==> config.mk <==
export PLATFORM = sky130hd
export DESIGN_NAME = mclk_divider
export DESIGN_NICKNAME = d
export VERILOG_FILES = /design/src/rtl/mclk_divider.sv
export SDC_FILE = /design/constraint.sdc
export NUM_CORES = 1
export LEC_CHECK = 0
export BUFFER_PORTS_ARGS = -buffer_cell sky130_fd_sc_hd__buf_2
export CORE_MARGIN = 5
export CORE_UTILIZATION = 32
export CTS_BUF_LIST = sky130_fd_sc_hd__clkbuf_16
export CTS_CLUSTER_DIAMETER = 50
export CTS_CLUSTER_SIZE = 24
export DETAILED_ROUTE_END_ITERATION = 7
export HOLD_SLACK_MARGIN = 0.05
export PLACE_DENSITY = 0.64
export REMOVE_ABC_BUFFERS = 1
export SKIP_LAST_GASP = 1
export SYNTH_ARGS = -nofsm -noshare
export SYNTH_HDL_FRONTEND = slang
export SYNTH_SLANG_ARGS = --single-unit
==> constraint.sdc <==
create_clock -name clk -period 6.37 [get_ports clk]
set_input_delay 1.274 -clock clk [delete_from_list [all_inputs] [get_ports clk]]
set_output_delay 1.274 -clock clk [all_outputs]
set_load 0.02 [all_outputs]
==> src/rtl/mclk_divider.sv <==
module mclk_divider #(
  parameter logic [31:0] UNLOCK_KEY = 32'h5A5A_C3C3,
  parameter int          NW         = 7
) (
  input  logic        clk,
  input  logic        rst_n,
  input  logic        xtal_tick,
  input  logic        pll1_tick,
  input  logic        pll2_tick,
  input  logic        wr_en,
  input  logic        wr_sel,
  input  logic [31:0] wr_data,
  output logic [31:0] cfg_rd,
  output logic        mclk_stb,
  output logic        sclk_stb,
  output logic        mclk_sq
);
  localparam int B_EN   = 0;
  localparam int B_PLL  = 1;
  localparam int B_PSEL = 2;
  localparam int B_PRE  = 3;
  localparam int B_N    = 5;
  localparam int B_SDIV = B_N + NW;
  localparam logic [31:0] CFG_MASK = (32'd1 << (B_SDIV + 1)) - 32'd1;

  logic [31:0]   cfg;
  logic          armed;
  logic [1:0]    pc;
  logic          alt;
  logic [NW-1:0] nc;
  logic [1:0]    sc;

  wire [1:0]    pre    = cfg[B_PRE +: 2];
  wire [NW-1:0] ndiv   = cfg[B_N +: NW];
  wire          cfg_wr = wr_en && !wr_sel && armed;

  wire          src    = cfg[B_PLL] ? (cfg[B_PSEL] ? pll2_tick : pll1_tick) : xtal_tick;
  wire          tick   = cfg[B_EN] && (pre != 2'b00) && src;
  wire [1:0]    plim   = (pre == 2'b11 || (pre == 2'b10 && alt)) ? 2'd2 : 2'd1;
  wire          p_hit  = tick && (pc == plim);
  wire [NW-1:0] nlim   = (ndiv <= NW'(1)) ? '0 : ndiv - NW'(1);
  wire          m_hit  = p_hit && (nc == nlim);
  wire [1:0]    slim   = cfg[B_SDIV] ? 2'd3 : 2'd1;
  wire          s_hit  = m_hit && (sc == slim);

  assign cfg_rd = cfg;

  always_ff @(posedge clk) begin
    if (!rst_n) begin
      cfg   <= '0;
      armed <= 1'b0;
    end else if (wr_en) begin
      armed <= wr_sel && (wr_data == UNLOCK_KEY);
      if (cfg_wr) cfg <= wr_data & CFG_MASK;
    end
  end

  always_ff @(posedge clk) begin
    if (!rst_n || cfg_wr) begin
      pc  <= '0;
      alt <= 1'b0;
      nc  <= '0;
      sc  <= '0;
    end else if (tick) begin
      pc <= p_hit ? 2'd0 : pc + 2'd1;
      if (p_hit) begin
        alt <= ~alt;
        nc  <= m_hit ? '0 : nc + NW'(1);
      end
      if (m_hit) sc <= s_hit ? 2'd0 : sc + 2'd1;
    end
  end

  always_ff @(posedge clk) begin
    if (!rst_n) begin
      mclk_stb <= 1'b0;
      sclk_stb <= 1'b0;
      mclk_sq  <= 1'b0;
    end else begin
      mclk_stb <= m_hit;
      sclk_stb <= s_hit;
      mclk_sq  <= mclk_sq ^ m_hit;
    end
  end
endmodule

# Word-level counts from Yosys, hierarchy flattened
# Index checks and enable logic that the tools add are counted.
dict set report totals {
  reg_bits 29
  out_inout_bits 35
  word_cells 47
}
dict set report classes {
  addsub 4
  n_lt_le_gt_ge 1
  eq_ne 6
  mux 8
  bitwise 2
  n_reduce_logical 17
}
# cell count
set op_table {}
lappend op_table {{$eq A32 B31 Y1 const B} 1}
lappend op_table {{$mux W7} 2}
lappend op_table {{$logic_and A1 B1 Y1} 9}
lappend op_table {{$mux W2} 4}
lappend op_table {{$add A7 B1 Y7 const B} 1}
lappend op_table {{$eq A7 B7 Y1} 1}
lappend op_table {{$le A7 B1 Y1 const B} 1}
lappend op_table {{$sub A7 B1 Y7 const B} 1}
lappend op_table {{$reduce_and A2 Y1} 3}
lappend op_table {{$add A2 B1 Y2 const B} 2}
lappend op_table {{$eq A2 B2 Y1} 2}
lappend op_table {{$eq A2 B2 Y1 const B} 2}
lappend op_table {{$logic_not A1 Y1} 2}
lappend op_table {{$logic_or A1 B1 Y1} 2}
lappend op_table {{$mux W1} 2}
lappend op_table {{$reduce_bool A2 Y1} 1}
lappend op_table {{$not A1 Y1} 1}
lappend op_table {{$xor A1 B1 Y1} 1}

# Logic depth before layout (Yosys ltp)
dict set report logic_depth {
  depth_word 9
  depth_mapped 10
  mapped_depth_nobuf 8
}

# Least setup slack after synthesis
# OpenSTA, ideal clock, no wires.
dict set report synth_timing {
  kind {input -> register}
  from {in xtal_tick}
  to {reg nc[2]}
  setup_time_ps 135
  arrival_time_ps 2499
  t_required_ps 6235
  slack_ps 3736
  cell_stages 7
  path_buffers 1
  cell_sequence {o221ai_1 -> a21oi_1 -> o311ai_1 -> nor4_4 -> and2_1 -> buf_6 -> nor3_2}
}
dict set report synth_between {
  elab_chain_cells 5
}
# element line_no
set synth_lines {}
lappend synth_lines {{from (decl)} 7} ;# input logic xtal_tick,
lappend synth_lines {{$mux W1 (*)} 37} ;# wire src = cfg[B_PLL] ? (cfg[B_PSEL] ? pll2_tick : pll1_tick) : xtal_tick;
lappend synth_lines {{$logic_and A1 B1 Y1 (*)} 38} ;# wire tick = cfg[B_EN] && (pre != 2'b00) && src;
lappend synth_lines {{$logic_and A1 B1 Y1} 40} ;# wire p_hit = tick && (pc == plim);
lappend synth_lines {{$logic_and A1 B1 Y1} 42} ;# wire m_hit = p_hit && (nc == nlim);
lappend synth_lines {{$mux W7} 68} ;# nc <= m_hit ? '0 : nc + NW'(1);
lappend synth_lines {{to (signal assigned)} 68}
lappend synth_lines {{to (decl)} 30} ;# logic [NW-1:0] nc;
# Every way passes the cells marked *; elsewhere a longest branch is shown, timed or not.
# A chain may end at the register's enable or synchronous reset.

# Worst setup path after layout
dict set report layout_timing {
  from {in xtal_tick}
  to {reg nc[0]}
}
# Same word-level chain as after synthesis.

==> flow_metrics.env <==
export IMPL_core_sq_um=5820
export IMPL_post_route_min_period_ns=2.91
export IMPL_critical_path_class="input port to register"
export IMPL_port_buffers=54
export IMPL_synth_ff_type="dfxtp_1"
export IMPL_drtIter0Drc=66
export IMPL_antenna_found_initial=0
export IMPL_rsz0062_at_grt="no"
export IMPL_syn_to_final_growth_pct=21.2
export IMPL_dpl_hpwl_microns=3450
export IMPL_min_delay_path_depth=2
export IMPL_synth_seq_cells=29
export IMPL_ant_nets=0
export IMPL_overflow=0
export IMPL_maxCapViolCount=0
export IMPL_fmax_mhz=344
export IMPL_yosysUniqueCellTypes=56
export IMPL_ctsRootBufferMaster="clkbuf_16"
export IMPL_gr_usage_all_layers_pct=12.0
export IMPL_path_clk_slew_ns=0.05
export IMPL_period_share_pct=45.6
export IMPL_ff2ff_path_depth=8
export IMPL_drive_gt1_share_pct=29.7
export IMPL_synthAdderAreaFrac_pct=1.99
export IMPL_drc=0
export IMPL_antenna_cells=0
export IMPL_max_slew_margin_pct=47.1
export IMPL_setup_tns_ns=0
export IMPL_met2WireLength_microns=2170
export IMPL_start_util_pct=32.4
export IMPL_clockBufferDepth=2
export IMPL_post_cts_buffers=0
export IMPL_irDropWorstVdd_mv=0.149
export IMPL_synthXorXnorAreaFrac_pct=3.72
export IMPL_cts_sinks=29
export IMPL_htreeDepth=2
export IMPL_synth_top_cell_area_share_pct=30.8
export IMPL_grt_max_degree=20
export IMPL_vias_per_cell=4.80
export IMPL_tritoncts="yes"
export IMPL_first_pass_iters=4
export IMPL_synth_top_area_cell="dfxtp_1"
export IMPL_holdWs_ns=0.486
export IMPL_cp_max_fo=9
export IMPL_die_area_sq_um=7520
export IMPL_status="finished clean"
export IMPL_setup_viol=0
export IMPL_yosys_mux_area_fraction_pct=3.39
export IMPL_wl_met1_microns=1940
export IMPL_synth_compound_area_share_pct=16.8
export IMPL_vias=1650
export IMPL_synth_top_family_by_area="simple AND/OR/NAND/NOR gates"
export IMPL_layout_cells_non_filler=344
export IMPL_cts_buffers=5
export IMPL_tightest_slew_ns=0.791
export IMPL_routed_top_layer="met4"
export IMPL_final_net_count=310
export IMPL_skew_ns=0.00397
export IMPL_cp_start_kind="input port"
export IMPL_synth_edf_count=0
export IMPL_cp_arrival_ns=3.05
export IMPL_postCtsHoldBufs=0
export IMPL_setup_worst_path_end_class="register"
export IMPL_syn_inst=218
export IMPL_grt_pass1_wl_microns=7130
export IMPL_yosysWarningCount=0
export IMPL_synthArstFlopShare_pct=0
export IMPL_leakage_uw=0.000937
export IMPL_insertion_delay_ns=0.27
export IMPL_yosysMostFrequentCell="nand2_1"
export IMPL_synth_simple_area_share_pct=31.7
export IMPL_wl_met3_microns=183
export IMPL_hold_viol=0
export IMPL_die_x_microns=86.7
export IMPL_rows=28
export IMPL_final_max_slew_viol_count=0
export IMPL_finalWeightedCongestion=0.762
export IMPL_worstReg2RegStart="cfg_rd[5]"
export IMPL_grt_pass1_vias=1594
export IMPL_startpoint="xtal_tick"
export IMPL_syn_area_sq_um=1880
export IMPL_synthTopCellsByArea="dfxtp_1, buf_4, nand2_1, a21boi_0, nor3_2"
export IMPL_ys_seq_area_share_pct=30.8
export IMPL_die_y_microns=86.7
export IMPL_hold_path_class="register to register"
export IMPL_routed_wl_microns=4360
export IMPL_cts_resized_gates=0
export IMPL_hp_start="mclk_sq"
export IMPL_io_pins=74
export IMPL_wl_per_cell_microns=12.7
export IMPL_synth_commonest_cells="nand2_1, dfxtp_1, buf_4, a21boi_0, nor2_1"
export IMPL_dp_cells=336
export IMPL_crit_required_ns=6.51
export IMPL_p_per_area_nw_per_um2=204
export IMPL_syn_area_per_cell_sq_um=8.64
[layer usage]
metal / vias up / global-route usage (%)
li1: 835 / -
met1: 771 / 14.5
met2: 39 / 20.6
met3: 5 / 2.95
met4: 0 / 4.25
met5: - / 0
[state kept, by name, summed over array words and instances (netlist names)]
register	count
mclk_stb	1
armed	1
sclk_stb	1
pc	2
cfg_rd	13
nc	7
mclk_sq	1
alt	1
sc	2
[worst max-delay path: stages]
cell	delay, ns
buf_2	0.08
o221ai_1	0.10
a21oi_1	0.39
o311ai_1	0.26
nor4_4	0.31
and2_1	0.53
o21ai_2	0.11
[cells in the final DEF (no fill, tap or decap), types with 5 or more instances in the layout]
cell type / count
a21boi_0: 13
buf_2: 54
clkbuf_16: 5
conb_1: 19
dfxtp_1: 29
inv_1: 6
nand2_1: 34
nand3_1: 9
nor2_1: 10
nor3_2: 5
xnor2_1: 5
[through the flow]
stage               total power [uW]  setup slack (ns)  area, sq um  utilization [%]
floorplan                        200              3.58         1760                -
global placement                 214              3.30         2120             36.4
detailed placement               214              3.19         2120             36.4
CTS                              471              3.45         2280             39.2
global route                     486              3.28         2280             39.2
finish                           466              3.46         2280             39.2
[final timing paths]
path / end / slack [ns]
setup / recovery: nc[0] / 3.46
hold / removal: mclk_sq / 0.49
setup reg to reg: nc[0] / 3.71
hold reg to reg: mclk_sq / 0.49
[power by group]
| part | total (uW) | switching (uW) | internal [uW] | leakage, uW |
|---|---|---|---|---|
| registers | 182 | 0.00000000231 | 182 | 0.000233 |
| logic | 28.9 | 17.8 | 11.1 | 0.000621 |
| clock network | 255 | 74.1 | 181 | 0.0000826 |
| total | 466 | 91.9 | 374 | 0.000937 |
[area by class of cell]
class	count	area, sq um
timing repair buffer	54	270
clock inverter	3	37.5
clock buffer	5	125
multi-input combinational	173	1160
fill	620	3530
tap	75	93.8
inverter	5	18.8
sequential	29	581
[cell families (layout without fill, tap and decap cells)]
kind of cell	after synthesis	count (layout)
xor gates and xnor gates	8	8
adders and majority gates	3	3
DFF	29	29
buffers and inverters	34	67
and+or+nand+nor	99	99
muxes	5	5
AOI/OAI and AO/OA	39	39
other	1	19
Note: power is estimated with default switching activity, not from simulation.
